File: config.mk
export PLATFORM = sky130hd
export DESIGN_NAME = framer_stat_ctrl
export DESIGN_NICKNAME = d
export VERILOG_FILES = /design/src/rtl/fsc_pkg.sv /design/src/rtl/fsc_ev_chan.sv /design/src/rtl/fsc_irq.sv /design/src/rtl/framer_stat_ctrl.sv
export SDC_FILE = /design/constraint.sdc
export NUM_CORES = 1
export LEC_CHECK = 0
export BUFFER_PORTS_ARGS = -buffer_cell sky130_fd_sc_hd__buf_2
export CAP_MARGIN = 5
export CORE_ASPECT_RATIO = 1.75
export CORE_MARGIN = 5
export CORE_UTILIZATION = 38
export CTS_CLUSTER_DIAMETER = 50
export DETAILED_ROUTE_END_ITERATION = 10
export PLACE_DENSITY_LB_ADDON = 0.15
export SYNTH_ARGS = -nofsm -noshare
export SYNTH_HDL_FRONTEND = slang
export SYNTH_HIERARCHICAL = 1
export SYNTH_SLANG_ARGS = --single-unit
File: constraint.sdc
create_clock -name clk -period 5.3 [get_ports clk]
set_input_delay 1.06 -clock clk [delete_from_list [all_inputs] [get_ports clk]]
set_output_delay 1.06 -clock clk [all_outputs]
set_load 0.05 [all_outputs]
File: src/rtl/fsc_pkg.sv
package fsc_pkg;
  localparam int NUM_EV = 6;

  typedef enum logic [2:0] {
    EV_ALIGN_CHG = 3'd0,
    EV_ALIGN_LOSS = 3'd1,
    EV_BIPOLAR = 3'd2,
    EV_CRC = 3'd3,
    EV_SEV_FRAME = 3'd4,
    EV_MF_SYNC = 3'd5
  } ev_idx_e;

  localparam int B_SWRST = 0;
  localparam int B_ACK = 1;
  localparam int B_SUSP = 2;
  localparam int B_CCLR = 3;
  localparam int B_SMPL = 4;
  localparam int B_LOSSEL = 5;

  typedef struct packed {
    logic los_sel;
    logic smp_en;
    logic cnt_clr;
    logic suspend;
  } ctl_t;

  function automatic logic los_drive(input logic sel, input logic los, input logic lof);
    return los | (lof & ~sel);
  endfunction
endpackage

File: src/rtl/fsc_ev_chan.sv
module fsc_ev_chan #(
  parameter int CNT_W = 16
) (
  input  logic             clk,
  input  logic             rst_n,
  input  logic             clr,
  input  logic             ev,
  input  logic             tick,
  input  logic             smp_en,
  output logic [CNT_W-1:0] vis
);
  localparam logic [CNT_W-1:0] ONE = CNT_W'(1);
  localparam logic [CNT_W-1:0] TOP = '1;

  function automatic logic [CNT_W-1:0] sat_inc(input logic [CNT_W-1:0] v, input logic e);
    return (e && v != TOP) ? v + ONE : v;
  endfunction

  logic [CNT_W-1:0] run_q, hold_q, run_nx;
  logic             capture;

  assign run_nx  = sat_inc(run_q, ev);
  assign capture = smp_en & tick;

  always_ff @(posedge clk or negedge rst_n) begin
    if (!rst_n) begin
      run_q  <= '0;
      hold_q <= '0;
    end else if (clr) begin
      run_q  <= '0;
      hold_q <= '0;
    end else if (capture) begin
      hold_q <= run_nx;
      run_q  <= '0;
    end else begin
      run_q <= run_nx;
    end
  end

  assign vis = smp_en ? hold_q : run_q;

  assert_sat_hold_R3: assert property (@(posedge clk) disable iff (!rst_n)
    (run_q == TOP && ev && !clr && !capture) |=> (run_q == TOP));
  assert_clr_zero_R4: assert property (@(posedge clk) disable iff (!rst_n)
    clr |=> (run_q == '0 && hold_q == '0));
  assert_tick_restart_R5: assert property (@(posedge clk) disable iff (!rst_n)
    (capture && !clr) |=> (run_q == '0));
  assert_hold_stable_R5: assert property (@(posedge clk) disable iff (!rst_n)
    (!capture && !clr) |=> $stable(hold_q));
endmodule

File: src/rtl/fsc_irq.sv
module fsc_irq #(
  parameter int N_IRQ = 4
) (
  input  logic             clk,
  input  logic             rst_n,
  input  logic             sw_clr,
  input  logic             ack,
  input  logic             suspend,
  input  logic [N_IRQ-1:0] src,
  output logic [N_IRQ-1:0] stat,
  output logic             irq_n,
  output logic             irq_oe
);
  logic pend;

  always_ff @(posedge clk or negedge rst_n) begin
    if (!rst_n)      stat <= '0;
    else if (sw_clr) stat <= '0;
    else             stat <= (ack ? '0 : stat) | (suspend ? '0 : src);
  end

  assign pend   = (|stat) & ~suspend;
  assign irq_oe = pend;
  assign irq_n  = ~pend;

  assert_suspend_quiet_R7: assert property (@(posedge clk) disable iff (!rst_n)
    suspend |-> (!irq_oe && irq_n));
  assert_suspend_nosets_R7: assert property (@(posedge clk) disable iff (!rst_n)
    (suspend && !ack && !sw_clr) |=> (stat == $past(stat)));
  assert_ack_clear_R8: assert property (@(posedge clk) disable iff (!rst_n)
    (ack && src == '0) |=> (stat == '0));
  assert_sticky_R6: assert property (@(posedge clk) disable iff (!rst_n)
    (!ack && !sw_clr && !suspend) |=> ((stat & $past(src | stat)) == $past(src | stat)));
endmodule

File: src/rtl/framer_stat_ctrl.sv
module framer_stat_ctrl
  import fsc_pkg::*;
#(
  parameter int CNT_W = 16,
  parameter int N_IRQ = 4
) (
  input  logic                    clk,
  input  logic                    rst_n,
  input  logic [NUM_EV-1:0]       ev_pulse,
  input  logic                    sec_tick,
  input  logic [N_IRQ-1:0]        irq_src,
  input  logic                    los_state,
  input  logic                    lof_state,
  input  logic                    ctl_wr,
  input  logic [7:0]              ctl_wdata,
  output logic [7:0]              ctl_rdata,
  output logic [NUM_EV*CNT_W-1:0] cnt_flat,
  output logic [N_IRQ-1:0]        irq_stat,
  output logic                    irq_n,
  output logic                    irq_oe,
  output logic                    los_pin
);
  ctl_t ctl_q;
  logic sw_rst, ack_wr, chan_clr;

  assign sw_rst   = ctl_wr & ctl_wdata[B_SWRST];
  assign ack_wr   = ctl_wr & ctl_wdata[B_ACK] & ~sw_rst;
  assign chan_clr = ctl_q.cnt_clr | sw_rst;

  always_ff @(posedge clk or negedge rst_n) begin
    if (!rst_n)      ctl_q <= '0;
    else if (sw_rst) ctl_q <= '0;
    else if (ctl_wr) begin
      ctl_q.los_sel <= ctl_wdata[B_LOSSEL];
      ctl_q.smp_en  <= ctl_wdata[B_SMPL];
      ctl_q.cnt_clr <= ctl_wdata[B_CCLR];
      ctl_q.suspend <= ctl_wdata[B_SUSP];
    end
  end

  always_comb begin
    ctl_rdata           = '0;
    ctl_rdata[B_SUSP]   = ctl_q.suspend;
    ctl_rdata[B_CCLR]   = ctl_q.cnt_clr;
    ctl_rdata[B_SMPL]   = ctl_q.smp_en;
    ctl_rdata[B_LOSSEL] = ctl_q.los_sel;
  end

  for (genvar gi = 0; gi < NUM_EV; gi++) begin : g_chan
    fsc_ev_chan #(.CNT_W(CNT_W)) chan_i (
      .clk    (clk),
      .rst_n  (rst_n),
      .clr    (chan_clr),
      .ev     (ev_pulse[gi]),
      .tick   (sec_tick),
      .smp_en (ctl_q.smp_en),
      .vis    (cnt_flat[gi*CNT_W +: CNT_W])
    );
  end

  fsc_irq #(.N_IRQ(N_IRQ)) irq_i (
    .clk     (clk),
    .rst_n   (rst_n),
    .sw_clr  (sw_rst),
    .ack     (ack_wr),
    .suspend (ctl_q.suspend),
    .src     (irq_src),
    .stat    (irq_stat),
    .irq_n   (irq_n),
    .irq_oe  (irq_oe)
  );

  assign los_pin = los_drive(ctl_q.los_sel, los_state, lof_state);

  assert_sw_reset_R1: assert property (@(posedge clk) disable iff (!rst_n)
    sw_rst |=> (ctl_q == '0 && irq_stat == '0 && cnt_flat == '0));
  assert_rdata_selfclr_R8: assert property (@(posedge clk) disable iff (!rst_n)
    (ctl_rdata[B_ACK] == 1'b0 && ctl_rdata[B_SWRST] == 1'b0));
  assert_los_sel_R9: assert property (@(posedge clk) disable iff (!rst_n)
    ctl_q.los_sel |-> (los_pin == los_state));
endmodule

==> flow_metrics.py <==
metrics = {
    "yosys": {
        "avgSynthCellArea_um2": 9.16,
        "ys_seq_elements": 200,
        "syn_inst": 1323,
        "synthArstFlopShare": 1.00,
        "post-synth-top-count-cell": "dfrtp_1",
        "yosys-top-cells-area": "dfrtp_1 41%, mux2_2 7.8%, nand2_1 4.1%, o21ai_0 4.0%, or4_1 3.3%",
        "synth_enable_flop_cells": 0,
        "synth_cell_types": 49,
        "synth.cell_area_um2": 12100,
        "seq_area_frac_synth": 0.413,
        "synth_top_area_frac": 0.413,
        "synth_flop_cell": "dfrtp_1",
        "ys_top_cells_by_count": "200 x dfrtp_1, 132 x nand2_1, 96 x o21ai_0",
        "yosys.area.top_type": "dfrtp_1",
        "ys_warn_count": 6,
    },
    "floorplan": {
        "start_util": 0.385,
        "die_w_um": 145,
        "core_um2": 31500,
        "row_count": 86,
        "die_area_um2": 35700,
        "die_h_um": 246,
        "io_pins": 135,
    },
    "global_route": {
        "grt_overflow": 0,
        "track_usage": 0.190,
        "grt_first_pass_wirelength_um": 56300,
        "grt_pass1_vias": 10604,
        "grt_max_degree": 102,
        "antenna_found_initial": 0,
    },
    "timing": {
        "hold_viol_final": 0,
        "finalCritPeriodShare": 0.678,
        "clock_skew_ns": 0.0136,
        "fmax_mhz": 278,
        "fin_crit_ns": 3.60,
        "holdWs_ns": 0.476,
        "rsz0062_at_grt": "no",
        "slew_headroom": 0.231,
        "finalMaxSlewViolations": 0,
        "timing.setup.tns_ns": 0,
        "setup_viol": 0,
        "worst_pin_slew_ns": 1.15,
    },
    "clock_network": {
        "htreeDepth": 4,
        "clk_pin_slew_ns": 0.07,
        "clockRootBuffer": "clkbuf_16",
        "cts_buffers": 17,
        "postCtsSetupBuffers": 0,
        "worstSkewPairLatency_ns": 0.46,
        "cts_sinks": 200,
        "clock_path_buffers": 2,
        "cts-resized-gates": 0,
        "postCtsHoldBufs": 0,
        "cts_tree": "done",
    },
    "detailed_routing": {
        "vias": 10668,
        "drc_errors": 0,
        "viasPerCell": 6.01,
        "drt.antenna.violating_nets": 0,
        "drtPass1Iterations": 5,
        "wirelength_um": 33800,
        "wl_per_cell_um": 19.0,
        "first_iter_violations": 488,
    },
    "critical_path": {
        "startpoint_type": "flop",
        "setup.worst_path.class": "reg -> out",
        "rr_endpoint": "g_chan[0].chan_i/hold_q[11]",
        "worstPathArrival_ns": 2.54,
        "cp.required_ns": 4.24,
        "cp-end-kind": "output pin",
        "worst-r2r-cell-count": 4,
        "path_max_fanout": 71,
        "r2r_slack_ns": 2.52,
        "reg2reg_from": "ctl_rdata[4]",
    },
    "layout": {
        "stdcell_area_um2": 13400,
        "n_antenna_cell": 0,
        "fin_util": 0.425,
        "fillers": 3216,
        "area_delta_synth_final_pct": 10.5,
        "drive_gt1_frac": 0.206,
        "fin_nets": 1396,
    },
    "pwr": {
        "finalPower_uw": 3190,
        "seqPwrFrac": 0.500,
        "internal_power_uw": 2280,
        "power_leakage_uw": 0.00571,
        "p_per_area_nw_per_um2": 238,
        "p_switching_uw": 911,
        "irDropWorstVdd_mv": 0.239,
        "clkPwrFrac": 0.386,
        "swShare": 0.286,
        "p_comb_frac": 0.114,
    },
    "hold_path": {
        "min-delay-start": "g_chan[2].chan_i/hold_q[8]",
        "hold_class": "reg -> reg",
        "holdPathEnd": "g_chan[2].chan_i/hold_q[8]",
        "holdPathStages": 2,
    },
    "placement": {
        "dpl_cell_area_um2": 12900,
        "gp_congestion": 0.823,
        "portBuffers": 128,
        "hpwl_um": 22800,
    },
    "outcome": {
        "status": "finished, final reports clean",
    },
    "flow_run": {
        "drv_cap": 0,
    },
}
critical path: stages, from the launching register on:
cell and delay (ns):
dfrtp_4 0.99, buf_12 0.39, mux2_2 0.41, buf_2 0.22
how the worst max path moves through the flow:
stage / end / from / depth (start not counted) / slack (ns)
after floorplan: cnt_flat[12] / ctl_rdata[4] / 3 / 1.82
after global placement: g_chan[1].chan_i/hold_q[11] / ctl_wr / 6 / 1.95
after detailed placement: g_chan[4].chan_i/hold_q[11] / ctl_wr / 6 / 1.91
after CTS: cnt_flat[81] / ctl_rdata[4] / 3 / 1.62
after global routing: cnt_flat[81] / ctl_rdata[4] / 3 / 1.56
final: cnt_flat[81] / ctl_rdata[4] / 3 / 1.70
state kept, by name (all words and copies together), names as in the netlist:
name,count
irq_i/stat,4
g_chan.chan_i/run_q,96
ctl_rdata,4
g_chan.chan_i/hold_q,96
per-layer routing:
layer  global-route usage  part of all wire  vias up
met4               0.0632             0.019        0
met2                0.354              0.54      229
li1                     -                 -     5111
met3               0.0396             0.048       43
met5                    0                 0        -
met1                0.213              0.39     5285
power by group through the flow:
stage	sequential [uW]	combinational, uW	clock [uW]
after global placement	1620	371	0
after global routing	1600	399	1340
after CTS	1590	373	1280
after detailed placement	1630	372	0
after floorplan	1630	229	0
final	1600	364	1230
layout by cell type (no fill, tap or decap), drive strengths merged, types with 7 or more instances in the layout:
cell	instances
nand2	132
nor2	61
and4	18
a22o	10
a21o	13
xnor2	12
nor3	36
clkbuf	26
and2	8
o211ai	48
nand3	72
a21oi	76
o21ai	96
nand4	66
nor4	19
or3	30
or4	60
inv	21
nand2b	7
nor2b	7
dfrtp	200
buf	138
o31ai	24
a221o	12
a32oi	24
or2	8
mux2	84
metrics by stage:
step / std cells / setup slack [ns]
2_1_floorplan: 1326 / 1.82
3_3_place_gp: 1743 / 1.95
3_5_place_dp: 1743 / 1.91
4_1_cts: 1775 / 1.62
5_1_grt: 1775 / 1.56
6_report: 1775 / 1.70
cells by family (layout without fill, tap and decap cells):
| kind of cell | count (synthesis) | count (layout) | share of synthesized area |
|---|---|---|---|
| AOI/OAI and AO/OA | 339 | 339 | 0.185 |
| xor gates and xnor gates | 12 | 12 | 0.00867 |
| adders and majority gates | 6 | 6 | 0.00619 |
| buffers and inverters | 138 | 191 | 0.0495 |
| DFF | 200 | 200 | 0.413 |
| muxes | 84 | 84 | 0.0780 |
| other | 1 | 4 | 0.000309 |
| and+or+nand+nor | 543 | 543 | 0.260 |
final cells by class:
type	count	area [um2]	share of cell area
Tap cell	396	495	0.0370
Clock inverter	7	43.8	0.00327
Timing Repair Buffer	139	757	0.0565
Multi-Input combinational cell	988	6530	0.487
Sequential cell	200	5010	0.374
Clock buffer	25	485	0.0362
Inverter	20	75.1	0.00560
(Power assumes the default switching activity.)
